--- config.mk ---
export PLATFORM = sky130hd
export DESIGN_NAME = pwm_timebase
export DESIGN_NICKNAME = d
export VERILOG_FILES = /design/src/rtl/pwm_timebase_pkg.sv /design/src/rtl/pwm_timebase_regs.sv /design/src/rtl/pwm_timebase_prescale.sv /design/src/rtl/pwm_timebase_counter.sv /design/src/rtl/pwm_timebase.sv
export SDC_FILE = /design/constraint.sdc
export NUM_CORES = 1
export LEC_CHECK = 0
export BUFFER_PORTS_ARGS = -buffer_cell sky130_fd_sc_hd__buf_2
export CAP_MARGIN = 5
export CORE_ASPECT_RATIO = 1.25
export CORE_UTILIZATION = 55
export CTS_CLUSTER_SIZE = 10
export DETAILED_ROUTE_END_ITERATION = 10
export GPL_TIMING_DRIVEN = 0
export HOLD_SLACK_MARGIN = 0.12
export PLACE_DENSITY = 0.79
export SYNTH_ARGS = -nofsm -noshare
export SYNTH_HDL_FRONTEND = slang
export SYNTH_SLANG_ARGS = --single-unit
--- constraint.sdc ---
create_clock -name clk -period 3.7 [get_ports clk]
set_input_delay 0.185 -clock clk [delete_from_list [all_inputs] [get_ports clk]]
set_output_delay 0.185 -clock clk [all_outputs]
set_load 0.01 [all_outputs]
--- src/rtl/pwm_timebase_pkg.sv ---
package pwm_timebase_pkg;
   typedef enum logic [1:0] {
      MODE_UP   = 2'b00,
      MODE_DOWN = 2'b01,
      MODE_UPDN = 2'b10,
      MODE_HOLD = 2'b11
   } tb_mode_e;

   localparam int CTRL_MODE_LSB = 0;
   localparam int CTRL_LOAD_BIT = 3;
   localparam int CTRL_FINE_LSB = 7;
   localparam int CTRL_CRS_LSB  = 10;
endpackage

--- src/rtl/pwm_timebase_regs.sv ---
module pwm_timebase_regs
   import pwm_timebase_pkg::*;
#(
   parameter int CNT_W     = 16,
   parameter int ADDR_W    = 8,
   parameter int CTRL_ADDR = 0,
   parameter int PRD_ADDR  = 10
) (
   input  logic              clk,
   input  logic              rst_n,
   input  logic              wr_en,
   input  logic [ADDR_W-1:0] wr_addr,
   input  logic [15:0]       wr_data,
   input  logic              zero_evt,
   output logic [15:0]       ctrl_q,
   output logic [CNT_W-1:0]  prd_act_q
);
   logic [CNT_W-1:0] prd_shd_q;
   logic             ctrl_we, prd_we, imm_load;

   assign ctrl_we  = wr_en && (wr_addr == ADDR_W'(CTRL_ADDR));
   assign prd_we   = wr_en && (wr_addr == ADDR_W'(PRD_ADDR));
   assign imm_load = ctrl_q[CTRL_LOAD_BIT];

   always_ff @(posedge clk or negedge rst_n) begin
      if (!rst_n) begin
         ctrl_q    <= 16'h0003;
         prd_act_q <= '1;
         prd_shd_q <= '1;
      end else begin
         if (ctrl_we)
            ctrl_q <= wr_data;
         if (prd_we)
            prd_shd_q <= wr_data[CNT_W-1:0];
         if (prd_we && imm_load)
            prd_act_q <= wr_data[CNT_W-1:0];
         else if (zero_evt && !imm_load)
            prd_act_q <= prd_shd_q;
      end
   end

   // immediate policy lands the written period on the next edge
   a_r9_immediate_load: assert property (@(posedge clk) disable iff (!rst_n)
      (prd_we && imm_load) |=> (prd_act_q == $past(wr_data[CNT_W-1:0])));
   // shadow policy leaves the active period alone outside zero events
   a_r8_shadow_hold: assert property (@(posedge clk) disable iff (!rst_n)
      (!imm_load && !zero_evt) |=> $stable(prd_act_q));
endmodule

--- src/rtl/pwm_timebase_prescale.sv ---
module pwm_timebase_prescale #(
   parameter int FIELD_W   = 3,
   parameter bit PRESCALE_EN = 1'b1
) (
   input  logic               clk,
   input  logic               rst_n,
   input  logic [FIELD_W-1:0] fine_div,
   input  logic [FIELD_W-1:0] coarse_div,
   output logic               tick
);
   localparam int FINE_MAX  = (1 << FIELD_W) - 1;
   localparam int RATIO_MAX = 2 * FINE_MAX * (1 << FINE_MAX);
   localparam int PS_W      = $clog2(RATIO_MAX + 1);

   generate
      if (FIELD_W < 1 || FIELD_W > 4) begin : g_bad_field
         $error("pwm_timebase_prescale: FIELD_W out of range");
      end
      if (PRESCALE_EN) begin : g_div
         logic [PS_W-1:0] ratio, pcnt_q;
         logic [PS_W-1:0] fine_mult;

         assign fine_mult = (fine_div == '0) ? PS_W'(1) : PS_W'({fine_div, 1'b0});
         assign ratio     = fine_mult << coarse_div;
         assign tick      = (pcnt_q >= ratio - PS_W'(1));

         always_ff @(posedge clk or negedge rst_n) begin
            if (!rst_n)
               pcnt_q <= '0;
            else if (tick)
               pcnt_q <= '0;
            else
               pcnt_q <= pcnt_q + PS_W'(1);
         end

         // the divider restarts right after its terminal count
         a_r7_restart: assert property (@(posedge clk) disable iff (!rst_n)
            tick |=> (pcnt_q == '0));
      end else begin : g_nodiv
         assign tick = 1'b1;
      end
   endgenerate
endmodule

--- src/rtl/pwm_timebase_counter.sv ---
module pwm_timebase_counter
   import pwm_timebase_pkg::*;
#(
   parameter int CNT_W = 16
) (
   input  logic             clk,
   input  logic             rst_n,
   input  logic             tick,
   input  tb_mode_e         mode,
   input  logic [CNT_W-1:0] prd,
   output logic [CNT_W-1:0] cnt_q,
   output logic             dir_q,
   output logic             zero_evt,
   output logic             prd_evt
);
   logic [CNT_W-1:0] cnt_d;
   logic             dir_d, at_zero, at_top;

   assign at_zero  = (cnt_q == '0);
   assign at_top   = (cnt_q >= prd);
   assign zero_evt = tick && at_zero && (mode != MODE_HOLD);
   assign prd_evt  = tick && (cnt_q == prd) && (mode != MODE_HOLD);

   always_comb begin
      cnt_d = cnt_q;
      dir_d = dir_q;
      unique case (mode)
         MODE_UP: begin
            dir_d = 1'b0;
            cnt_d = at_top ? '0 : cnt_q + CNT_W'(1);
         end
         MODE_DOWN: begin
            dir_d = 1'b1;
            cnt_d = at_zero ? prd : cnt_q - CNT_W'(1);
         end
         MODE_UPDN: begin
            if (!dir_q) begin
               if (at_top) begin
                  dir_d = 1'b1;
                  cnt_d = at_zero ? '0 : cnt_q - CNT_W'(1);
               end else begin
                  cnt_d = cnt_q + CNT_W'(1);
               end
            end else begin
               if (at_zero) begin
                  dir_d = 1'b0;
                  cnt_d = (prd == '0) ? '0 : CNT_W'(1);
               end else begin
                  cnt_d = cnt_q - CNT_W'(1);
               end
            end
         end
         default: begin
            cnt_d = cnt_q;
            dir_d = dir_q;
         end
      endcase
   end

   always_ff @(posedge clk or negedge rst_n) begin
      if (!rst_n) begin
         cnt_q <= '0;
         dir_q <= 1'b0;
      end else if (tick) begin
         cnt_q <= cnt_d;
         dir_q <= dir_d;
      end
   end

   // frozen mode holds the counter
   a_r6_hold_count: assert property (@(posedge clk) disable iff (!rst_n)
      (mode == MODE_HOLD) |=> $stable(cnt_q));
   // no counter step without a tick
   a_r7_no_tick_stable: assert property (@(posedge clk) disable iff (!rst_n)
      !tick |=> $stable(cnt_q));
   // up mode below the period increments by one
   a_r3_up_step: assert property (@(posedge clk) disable iff (!rst_n)
      (tick && mode == MODE_UP && cnt_q < prd) |=> (cnt_q == $past(cnt_q) + CNT_W'(1)));
   // down mode reports the down direction
   a_r11_down_dir: assert property (@(posedge clk) disable iff (!rst_n)
      (tick && mode == MODE_DOWN) |=> dir_q);
endmodule

--- src/rtl/pwm_timebase.sv ---
module pwm_timebase
   import pwm_timebase_pkg::*;
#(
   parameter int CNT_W     = 16,
   parameter int ADDR_W    = 8,
   parameter int FIELD_W   = 3,
   parameter int CTRL_ADDR = 0,
   parameter int PRD_ADDR  = 10,
   parameter bit PRESCALE_EN = 1'b1
) (
   input  logic              clk,
   input  logic              rst_n,
   input  logic              wr_en,
   input  logic [ADDR_W-1:0] wr_addr,
   input  logic [15:0]       wr_data,
   output logic [CNT_W-1:0]  tb_count,
   output logic              tb_zero,
   output logic              tb_period,
   output logic              tb_dir_down
);
   logic [15:0]        ctrl;
   logic [CNT_W-1:0]   prd_act;
   logic               tick, zero_evt, prd_evt;
   tb_mode_e           mode;

   generate
      if (CNT_W < 2 || CNT_W > 16) begin : g_bad_w
         $error("pwm_timebase: CNT_W must be 2..16");
      end
      if (CTRL_ADDR == PRD_ADDR) begin : g_bad_addr
         $error("pwm_timebase: register addresses collide");
      end
   endgenerate

   assign mode = tb_mode_e'(ctrl[CTRL_MODE_LSB +: 2]);

   pwm_timebase_regs #(
      .CNT_W(CNT_W), .ADDR_W(ADDR_W), .CTRL_ADDR(CTRL_ADDR), .PRD_ADDR(PRD_ADDR)
   ) regs_i (
      .clk(clk), .rst_n(rst_n), .wr_en(wr_en), .wr_addr(wr_addr),
      .wr_data(wr_data), .zero_evt(zero_evt), .ctrl_q(ctrl), .prd_act_q(prd_act)
   );

   pwm_timebase_prescale #(
      .FIELD_W(FIELD_W), .PRESCALE_EN(PRESCALE_EN)
   ) pres_i (
      .clk(clk), .rst_n(rst_n),
      .fine_div(ctrl[CTRL_FINE_LSB +: FIELD_W]),
      .coarse_div(ctrl[CTRL_CRS_LSB +: FIELD_W]),
      .tick(tick)
   );

   pwm_timebase_counter #(.CNT_W(CNT_W)) cnt_i (
      .clk(clk), .rst_n(rst_n), .tick(tick), .mode(mode), .prd(prd_act),
      .cnt_q(tb_count), .dir_q(tb_dir_down), .zero_evt(zero_evt), .prd_evt(prd_evt)
   );

   assign tb_zero   = zero_evt;
   assign tb_period = prd_evt;

   // a zero event needs a zero count
   a_r10_zero_at_zero: assert property (@(posedge clk) disable iff (!rst_n)
      tb_zero |-> (tb_count == '0));
endmodule

== After elaboration in Yosys (flattened, before gate mapping) ==
Cells that the tools add are included.
Word-level totals
  flip-flop bits (word level): 73
  input port bits: 27
  output and inout port bits: 19
  logic and storage cells: 51
Cells by class
  add/sub/neg operators: 4
  order comparisons: 2
  equality and inequality tests: 5
  shifts and indexed selects: 1
  mux-type cells: 16
  reductions and logical operators: 17
Operators by type and width (count)
  $mux W16: 8
  $pmux W16 S3: 1
  $logic_not A16 Y1: 2
  $add A16 B1 Y16 const B: 1
  $eq A16 B16 Y1: 1
  $ge A16 B16 Y1: 1
  $sub A16 B1 Y16 const B: 1
  $add A11 B1 Y11 const B: 1
  $ge A11 B11 Y1: 1
  $mux W11: 1
  $shl A4 B3 Y11: 1
  $sub A11 B1 Y11 const B: 1
  $eq A8 B4 Y1 const B: 1
  $logic_and A1 B1 Y1: 8
  $logic_not A8 Y1: 1
  $mux W1: 4
  $mux W4: 1
  $logic_not A3 Y1: 1
  $pmux W1 S3: 1
  $reduce_bool A3 Y1: 1
  $eq A2 B1 Y1 const B: 1
  $eq A2 B2 Y1 const B: 1
  $logic_not A2 Y1: 1
  $ne A2 B2 Y1 const B: 1
  other kinds (3): 3

== Longest topological paths before layout ==
  depth after elaboration: 10
  depth in mapped cells: 19
  mapped depth without buffers: 16

== By module ==
Synthesis repeated with hierarchy kept, for this count alone.
Second synthesis, totals
  cell total of the unflattened synthesis: 647
  area, all modules: 5901.9 µm²
By module, submodules not included
  pwm_timebase_counter: times used 1, cells each 354, area each 2582.5 µm², sequential area each 425.4 µm²
  pwm_timebase_regs: times used 1, cells each 128, area each 2048.2 µm², sequential area each 1243.7 µm²
  pwm_timebase_prescale: times used 1, cells each 165, area each 1271.2 µm², sequential area each 275.3 µm²

== Least setup slack after synthesis ==
OpenSTA, ideal clock, no wires.
  kind: register to register
  start point: register regs_i.ctrl_q[11]
  end point: register cnt_i.cnt_q[12]
  setup time: 0.133 ns
  data arrival time: 3.945 ns
  data required time: 3.567 ns
  setup slack: -0.378 ns
  stages on the path, launching flop included: 18
  buffers on the path: 3
  period minus slack after synthesis: 4.078 ns
  cells stage by stage: dfrtp_1 clkbuf_1 clkbuf_1 nor2_1 nand2_1 ha_1 nand3_1 a2111oi_0 a21oi_1 ha_1 or4_1 a21oi_1 o21ai_0 o211ai_1 clkbuf_1 nor4b_1 a21oi_1 o31ai_1
On the way
  longest elaborated chain between the ends: 4
RTL lines
  start, declared: RTL line pwm_timebase_regs.sv:15  | output logic [15:0] ctrl_q,
  start signal, assigned: RTL line pwm_timebase_regs.sv:32  | ctrl_q <= wr_data;
  $shl A4 B3 Y11: RTL line pwm_timebase_prescale.sv:24  | assign ratio = fine_mult << coarse_div;
  $sub A11 B1 Y11: RTL line pwm_timebase_prescale.sv:25  | assign tick = (pcnt_q >= ratio - PS_W'(1));
  $ge A11 B11 Y1: RTL line pwm_timebase_prescale.sv:25
  $reduce_and A2 Y1 (no line)
  end signal, assigned: RTL line pwm_timebase_counter.sv:65  | cnt_q <= cnt_d;
  end, declared: RTL line pwm_timebase_counter.sv:11  | output logic [CNT_W-1:0] cnt_q,
No other way between the ends.
A chain may end at the register's enable or synchronous reset.

== Final worst setup path ==
  start point: register regs_i.ctrl_q[9]
  end point: register regs_i.prd_act_q[7]
On the way
  longest elaborated chain between the ends: 9
RTL lines
  $logic_not A3 Y1: RTL line pwm_timebase_prescale.sv:23  | assign fine_mult = (fine_div == '0) ? PS_W'(1) : PS_W'({fine_div, 1'b0});
  $mux W4 (*): RTL line pwm_timebase_prescale.sv:23
  $shl A4 B3 Y11 (*): RTL line pwm_timebase_prescale.sv:24
  $sub A11 B1 Y11 (*): RTL line pwm_timebase_prescale.sv:25
  $ge A11 B11 Y1 (*): RTL line pwm_timebase_prescale.sv:25
  $logic_and A1 B1 Y1 (*) (2 in a row): RTL line pwm_timebase_counter.sv:21  | assign zero_evt = tick && at_zero && (mode != MODE_HOLD);
  $logic_and A1 B1 Y1 (*): RTL line pwm_timebase_regs.sv:37  | else if (zero_evt && !imm_load)
  $reduce_bool A2 Y1 (no line) (*)
  end signal, assigned: RTL line pwm_timebase_regs.sv:36  | prd_act_q <= wr_data[CNT_W-1:0];
  end signal, assigned: RTL line pwm_timebase_regs.sv:38  | prd_act_q <= prd_shd_q;
  end, declared: RTL line pwm_timebase_regs.sv:16  | output logic [CNT_W-1:0] prd_act_q
Every way passes the cells marked *; elsewhere a longest branch is shown, timed or not.

==> out/results.ini <==
[run_status]
status = finished, violations left
violations = negative setup slack

[final_layout]
multi_input_comb_area_mm2 = 0.003707
drive_gt1_share_pct = 29.37
nets = 829
fin_util_pct = 71.97
n_antenna_cell = 0
nFillCells = 745
syn2layout_area_growth_pct = 26.56
regArea_mm2 = 0.001774

[power_and_ir_drop]
irDropWorstVdd_mv = 0.3565
power_mw = 4.471
cellPowerDensity_mw_per_mm2 = 646.5
p_leak_nw = 2.838

[worst_setup_path]
crit_fanout = 5
critPathKind = flop to flop
r2r_end = regs_i.prd_act_q[7]$_DFFE_PN1P_
cp-end-kind = flop
r2r_slack_ps = -150
startpoint = regs_i.ctrl_q[9]$_DFFE_PN0P_
arrival_ps = 4110
cp-start-kind = flop
reg2reg_depth = 19
worstPathRequired_ps = 3970
timing.rr.start = regs_i.ctrl_q[9]$_DFFE_PN0P_

[die]
die_w_um = 91.15
die_height_um = 113.4
core_area_mm2 = 0.009609
fp-row-count = 40
die_area_mm2 = 0.01034
io_pins = 46
start_util_pct = 56.86

[logic_synthesis]
syn-num-nets = 732
synth_seq_cells = 69
yosys_most_used_dff = dfrtp_1
ys.warnings.count = 0
synth-edff-count = 0
seq_area_frac_synth_pct = 32.38
synth.avg_cell_area_um2 = 8.143
netlist_area_mm2 = 0.005464
ys_types = 55
synthArstFlopShare_pct = 100.0
synthCells = 671

[hold_path]
hold_path_class = input pin to flop
min_from = wr_data[9]
worst_hold_path.endpoint = regs_i.prd_act_q[9]$_DFFE_PN1P_
holdPathStages = 3

[placed_design]
dp_hpwl_mm = 12.42
gp_congestion = 0.9935
port_buffers = 45

[route]
wl_mm = 18.84
drtIter0Drc = 424
vias = 5884
drc = 0
viasPerCell = 6.545
firstDrtPassIters = 6
post_drt_wl_per_cell_um = 20.96
ant_nets = 0

[clock_network]
insertion_delay_ps = 350
clockBufferDepth = 2
cts_tree = done
cts_inserted_buffers = 9
cts.sinks = 69
clkSlewWorstSetupHoldPaths_ps = 60
cts_root_buf = clkbuf_16
htreeDepth = 3

[global_route]
grt_pass1_vias = 5639
antenna_found_initial = 0
grt_usage_pct = 34.94
grt_max_degree = 70
gr-total-overflow = 0
grt_first_pass_wirelength_mm = 28.06

[timing]
fin_skew_ps = 8.670
slew_violations = 0
min_period_ps = 3845
setup_violations = 20
finalHoldViolCount = 0
rsz0062_at_grt = true
max_slew_margin_pct = 38.28
tightestPinTransition_ps = 917.4
timing.fmax_mhz = 260.1
finalCritPeriodShare_pct = 103.9
setup_slack_ps = -145.3

[run]
cap_violations = 0

==> cell type report <==
cell class | count | area share [%]
Multi-Input combinational cell | 528 | 53.61
Sequential cell | 69 | 25.66
Timing Repair Buffer | 87 | 9.119
Buffer | 44 | 3.601
Clock buffer | 9 | 3.257
Tap cell | 126 | 2.280
Inverter | 29 | 1.574
Clock inverter | 7 | 0.9047
==> flip-flops by register name, summed over array words and instances (netlist names) <==
signal	cells
cnt_i.cnt_q	16
pres_i.g_div.pcnt_q	11
regs_i.ctrl_q	9
regs_i.prd_shd_q	16
regs_i.prd_act_q	16
cnt_i.dir_q	1
==> worst max-delay path, cell delays in order, from the launching register on <==
cell,delay [ps]
dfrtp_1,400
clkbuf_8,160
nor2b_4,130
o21a_1,180
o31ai_2,220
nand2_1,130
a2111oi_4,390
a21oi_1,140
ha_2,200
or4_4,410
a21oi_2,140
o21ai_2,90
o211ai_1,160
buf_4,200
buf_8,140
or3_4,140
buf_6,130
buf_6,140
nand2_2,50
a31oi_1,200
==> Yosys cell counts (27+ instances only) <==
master    count  area (um^2)
nand2_1      72        270.3
clkbuf_1     36        135.1
o21ai_0      38        190.2
mux2_2       27        304.0
inv_1        29        108.9
dfrtp_1      35        875.8
nor2_1       64        240.2
ha_1         34        425.4
a21oi_1      41        205.2
dfstp_2      34        893.4
==> cell usage in the layout (no fill, tap or decap), types with 10 or more instances in the layout <==
cell and n:
nand2_2 14, nand3_1 20, a21oi_1 40, o211ai_1 11, and3_1 10, xnor2_1 17
mux2_2 27, inv_1 29, dfrtp_1 31, nand2_1 57, a31oi_1 17, buf_4 21
xor2_1 18, ha_1 31, nor3_1 21, buf_6 10, dlygate4sd3_1 15, dfstp_2 34
nor2_1 62, clkbuf_1 27, buf_2 48, nor4_1 11, nand4_1 10, o21ai_0 30
clkbuf_16 10
==> worst max-delay path by stage <==
stage | end | slack [ps] | cells past startpoint
floorplan | regs_i.prd_act_q[9]$_DFFE_PN1P_ | 30 | 18
global placement | cnt_i.cnt_q[4]$_DFFE_PN0P_ | -930 | 15
detailed placement | cnt_i.cnt_q[4]$_DFFE_PN0P_ | -1050 | 15
CTS | tb_zero | -40 | 17
global route | regs_i.prd_act_q[7]$_DFFE_PN1P_ | -240 | 20
finish | regs_i.prd_act_q[7]$_DFFE_PN1P_ | -150 | 19
==> stage by stage <==
stage                     setup WS [ps]  setup TNS [ps]  area (um^2)  hold WS [ps]  cells
after floorplan                   26.14               0         5485        -110.6    671
after global placement           -928.6          -25840         5868         436.2    842
after detailed placement          -1054          -30480         5877         355.4    842
after CTS                        -44.02          -65.96         6599         123.0    890
after global routing             -239.0           -4199         6915         152.0    899
final                            -145.3           -1570         6915         140.4    899
==> logic make-up (layout without fill, tap and decap cells) <==
kind of cell,count (synthesis),in the layout,share of synthesized area [%]
AO/OA/AOI/OAI,166,166,18.82
XOR/XNOR,35,35,5.610
adder cells (fa/ha/maj),34,34,7.786
buffers and inverters,74,176,5.610
flip-flops,69,69,32.38
multiplexers,29,29,5.931
AND/OR/NAND/NOR,264,264,23.86
==> layer usage <==
| layer | global-route usage (%) | vias up | part of all wire [%] |
|---|---|---|---|
| li1 | - | 2626 | - |
| met1 | 38.17 | 2820 | 36 |
| met4 | 21.90 | 0 | 5.4 |
| met5 | 0 | - | 0 |
| met3 | 6.467 | 98 | 8.1 |
| met2 | 62.53 | 340 | 50 |
==> where the power goes <==
part	internal [mW]	switching (mW)	total, mW
clock network	0.471	0.393	0.864
logic	0.998	1.49	2.49
registers	0.920	0.196	1.12
total	2.39	2.08	4.47
==> timing repair <==
item / in CTS / in global routing
setup endpoints to repair: 35 / 33
setup buffers: 16 / 9
cloned: 2 / 0
endpoints found under the hold margin: 62 / 0
pin swaps: 12 / 29
hold buffers: 15 / 0
gates resized for setup: 36 / 68
Power figures use the tool's default switching activity.
